### config.mk
export PLATFORM = sky130hd
export DESIGN_NAME = pwr_clk_gate_ctl
export DESIGN_NICKNAME = d
export VERILOG_FILES = /design/src/rtl/pwr_clk_gate_ctl.sv
export SDC_FILE = /design/constraint.sdc
export NUM_CORES = 1
export LEC_CHECK = 0
export BUFFER_PORTS_ARGS = -buffer_cell sky130_fd_sc_hd__buf_2
export CORE_MARGIN = 1
export CORE_UTILIZATION = 28
export CTS_CLUSTER_SIZE = 30
export DETAILED_ROUTE_END_ITERATION = 6
export HOLD_SLACK_MARGIN = 0.08
export PLACE_DENSITY = 0.79
export SYNTH_ARGS = -nofsm -noshare
export SYNTH_HDL_FRONTEND = slang
export SYNTH_SLANG_ARGS = --single-unit
### constraint.sdc
create_clock -name clk -period 0.85 [get_ports clk]
set_input_delay 0.085 -clock clk [delete_from_list [all_inputs] [get_ports clk]]
set_output_delay 0.085 -clock clk [all_outputs]
set_load 0.005 [all_outputs]
### src/rtl/pwr_clk_gate_ctl.sv
module pwr_clk_gate_ctl #(
  parameter int N_INST = 2,
  parameter int REG_W  = 32
) (
  input  logic              clk,
  input  logic              rst_n,
  input  logic [1:0]        dev_mode,
  input  logic [N_INST-1:0] run_gate_en,
  input  logic [N_INST-1:0] sleep_gate_en,
  input  logic [N_INST-1:0] deep_gate_en,
  input  logic              reg_we,
  input  logic [REG_W-1:0]  reg_wdata,
  output logic [REG_W-1:0]  reg_rdata,
  output logic [N_INST-1:0] pwr_en,
  output logic [N_INST-1:0] clk_en,
  output logic [N_INST-1:0] rst_req
);

  localparam int RSVD_W = REG_W - N_INST;
  localparam logic [1:0] MODE_RUN   = 2'b00;
  localparam logic [1:0] MODE_SLEEP = 2'b01;
  localparam logic [1:0] MODE_DEEP  = 2'b10;

  logic [1:0]        cls, cls_q;
  logic [N_INST-1:0] gate_sel, keep_q, keep_d, pwr_d, trig;
  logic              armed;

  assign cls = (dev_mode == 2'b11) ? MODE_DEEP : dev_mode;

  always_comb begin
    case (cls)
      MODE_RUN:   gate_sel = run_gate_en;
      MODE_SLEEP: gate_sel = sleep_gate_en;
      default:    gate_sel = deep_gate_en;
    endcase
  end

  assign keep_d = reg_we ? reg_wdata[N_INST-1:0] : keep_q;
  assign pwr_d  = gate_sel | keep_d;
  assign trig   = ({N_INST{cls != cls_q}} & gate_sel)
                | (keep_d & ~keep_q)
                | ~pwr_en;

  always_ff @(posedge clk) begin
    if (!rst_n) begin
      keep_q  <= '1;
      cls_q   <= MODE_RUN;
      pwr_en  <= '1;
      clk_en  <= '0;
      rst_req <= '0;
      armed   <= 1'b0;
    end else begin
      keep_q  <= keep_d;
      cls_q   <= cls;
      pwr_en  <= pwr_d;
      clk_en  <= gate_sel;
      rst_req <= trig & pwr_d;
      armed   <= 1'b1;
    end
  end

  assign reg_rdata = {{RSVD_W{1'b0}}, keep_q};

  generate
    for (genvar i = 0; i < N_INST; i++) begin : g_chk
      AST_REQ_NEEDS_PWR: assert property (@(posedge clk) disable iff (!rst_n)
        rst_req[i] |-> pwr_en[i]);
      AST_CLK_NEEDS_PWR: assert property (@(posedge clk) disable iff (!rst_n)
        clk_en[i] |-> pwr_en[i]);
      AST_GATE_ON: assert property (@(posedge clk) disable iff (!rst_n)
        armed && $past(gate_sel[i]) |-> (clk_en[i] && pwr_en[i]));
      AST_KEEP_RISE: assert property (@(posedge clk) disable iff (!rst_n)
        armed && !$past(keep_q[i]) && keep_q[i] |-> rst_req[i]);
      AST_MODE_SWITCH: assert property (@(posedge clk) disable iff (!rst_n)
        armed && (cls_q != $past(cls_q)) && $past(gate_sel[i]) |-> rst_req[i]);
      AST_REGAIN: assert property (@(posedge clk) disable iff (!rst_n)
        armed && !$past(pwr_en[i]) && pwr_en[i] |-> rst_req[i]);
    end
  endgenerate

  AST_WRITE_LANDS: assert property (@(posedge clk) disable iff (!rst_n)
    armed && $past(reg_we) |-> keep_q == $past(reg_wdata[N_INST-1:0]));

endmodule

==> run summary <==
Status: complete, but fails checks
Failing checks: setup timing
Critical Path End: rst_req[1]
CP Max Fanout: 2
IO Pins: 81
Die height: 50.2 µm
Total vias in the final route: 473
Final Worst Setup Slack: -134 ps
RSZ-0062 raised after global routing: true
First-pass GRT wire length: 1.64 mm
Crit Path Category: reg2reg
Final worst path period share: 116%
Top post-synthesis cells by area: buf_4, dfxtp_1, mux2i_1, mux2i_4, nand3b_1
DRT antenna net count: 0
Std cell rows: 17
Cells after Synth: 72
Worst setup startpoint: cls_q[0]
Top Usage Layer GRT: met2
FF-to-FF Start: cls_q[0]
Hpwl dp: 846 µm
Synth warnings: 0
Ys flop type: dfxtp_1
Worst EP arrival: 1120 ps
Starting DRT DRC Count: 3
EDFF count, synth: 0
Initial antenna violation count: 0
Port buffer count: 20
GRT Resource Usage Total: 8.89%
Largest net degree at the start of global routing: 13
Met1 usage: 7.56%
Drt via density: 3.75
Clk_lat worst skew: 260 ps
Reg2Reg Setup Slack: -130 ps
H-tree depth: 1
Worst EP required: 990 ps
Core box area: 2190 µm²
Clock transition at the registers of the reported paths: 70 ps
DRC viols: 0
Count of pins over their slew limit: 0
GRT met2 Usage: 18.0%
Routed len/inst: 8.40 µm
VDD IR max: 0.667 mV
CP startpoint kind: flop
Router iterations before antenna repair: 4
Final WL: 1.06 mm
CTS tree: yes
GR Util met3: 2.73%
Post-Synthesis Cell Area: 649 µm²
Ys async rst share: 0%
Synthesized area per cell: 9.02 µm²
Finished layout cell area: 754 µm²
Die W: 50.2 µm
Cell variety after synth: 24
Max-cap viol count: 0
Final min period: 984 ps
Synth top area share: 34.7%
Vias in the first global route: 418
Final setup TNS: -226 ps
Gr ovfl total: 0
Min Hold Slack: 88.0 ps
Inserted Clock Buffers: 3
Power Total: 1.16 mW
CP Capture Type: flop
DP Worst Slack: -206 ps
Reg-to-Reg End: rst_req[1]
Share of cells above drive strength 1: 35.7%
Nets: 142
Seq/Total Area, Yosys: 30.8%
Post-synth top cells: buf_4, dfxtp_1, nand2_1
F_max: 1020 MHz
R2R depth: 3
Placer congestion estimate: 0.713
Hold WC Path Type: in2reg
Count of antenna diodes in the layout: 0
FILL cells: 216
Non-Filler Instances: 126
Root Driver: clkbuf_4
PD cells: 1530 nW/µm²
Post-Place Cell Area: 689 µm²
Final Core Density: 34.4%
Cells after DPL: 121
Most common cell in the netlist: buf_4
Initial Util: 29.6%
Die area: 2520 µm²
Layout overhead on the synthesized area: 16.2%
Area leader, netlist: buf_4
Clock Tree Buf Depth: 2
Final Hold Fails: 0
Worst clock skew: 3.09 ps
Seq cells post-synth: 10
Sink Count: 10
Leak: 0.392 nW
Final setup viols: 2
-- cells by family after synthesis --
kind of cell	synth area share, %
buf+inv	36.6
simple gates	12.7
flops	30.8
compound gates	8.09
mux	9.83
xor+xnor	1.35
other cells	0.577
-- repair_timing --
item | 4_1_cts | 5_1_grt
buffers inserted | 0 | 0
resized for setup | 2 | 4
pin swaps | 0 | 0
hold buffers | 1 | 0
endpoints found under the setup margin | 3 | 4
hold endpoints to repair | 1 | 0
-- flip-flops by register name, indices dropped and copies added, names as in the netlist --
name,count
cls_q,2
pwr_en,2
rst_req,2
clk_en,2
keep_q,2
-- metal layers --
layer	wire length, µm	vias up
met4	0	0
li1	-	227
met1	393	217
met5	0	-
met2	576	29
met3	89	0
-- layout by cell type (no fill, tap or decap), types with 2 or more instances in the layout --
cell type / n
buf_2: 20
buf_4: 4
clkbuf_4: 3
conb_1: 30
dfxtp_1: 8
dfxtp_2: 2
mux2i_1: 2
nand2_1: 5
nand3b_1: 3
nor2b_1: 2
-- power breakdown --
| part | switching [mW] | internal [mW] | total, mW |
|---|---|---|---|
| logic | 0.115 | 0.104 | 0.219 |
| registers | 0.0133 | 0.500 | 0.514 |
| clock network | 0.163 | 0.260 | 0.423 |
| total | 0.292 | 0.864 | 1.16 |
-- layout make-up --
| class | instances | area (µm²) | area share (%) |
|---|---|---|---|
| Inverter | 1 | 3.75 | 0.498 |
| Clock buffer | 4 | 36.3 | 4.81 |
| Tap cell | 28 | 35.0 | 4.64 |
| Multi-Input combinational cell | 58 | 337 | 44.6 |
| Sequential cell | 10 | 203 | 26.9 |
| Timing Repair Buffer | 25 | 140 | 18.6 |
-- how the worst min path moves through the flow --
stage	start	cells past startpoint	endpoint
floorplan	dev_mode[0]	2	cls_q[0]
global placement	rst_n	2	keep_q[0]
detailed placement	rst_n	2	keep_q[0]
CTS	rst_n	2	keep_q[0]
global route	rst_n	2	pwr_en[0]
finish	rst_n	2	pwr_en[0]
-- critical path, stage by stage (launching register included) --
cell and delay [ps]:
dfxtp_1 320, xor2_1 140, o311ai_2 260, a22oi_1 140
Note: power is estimated with default switching activity, not from simulation.
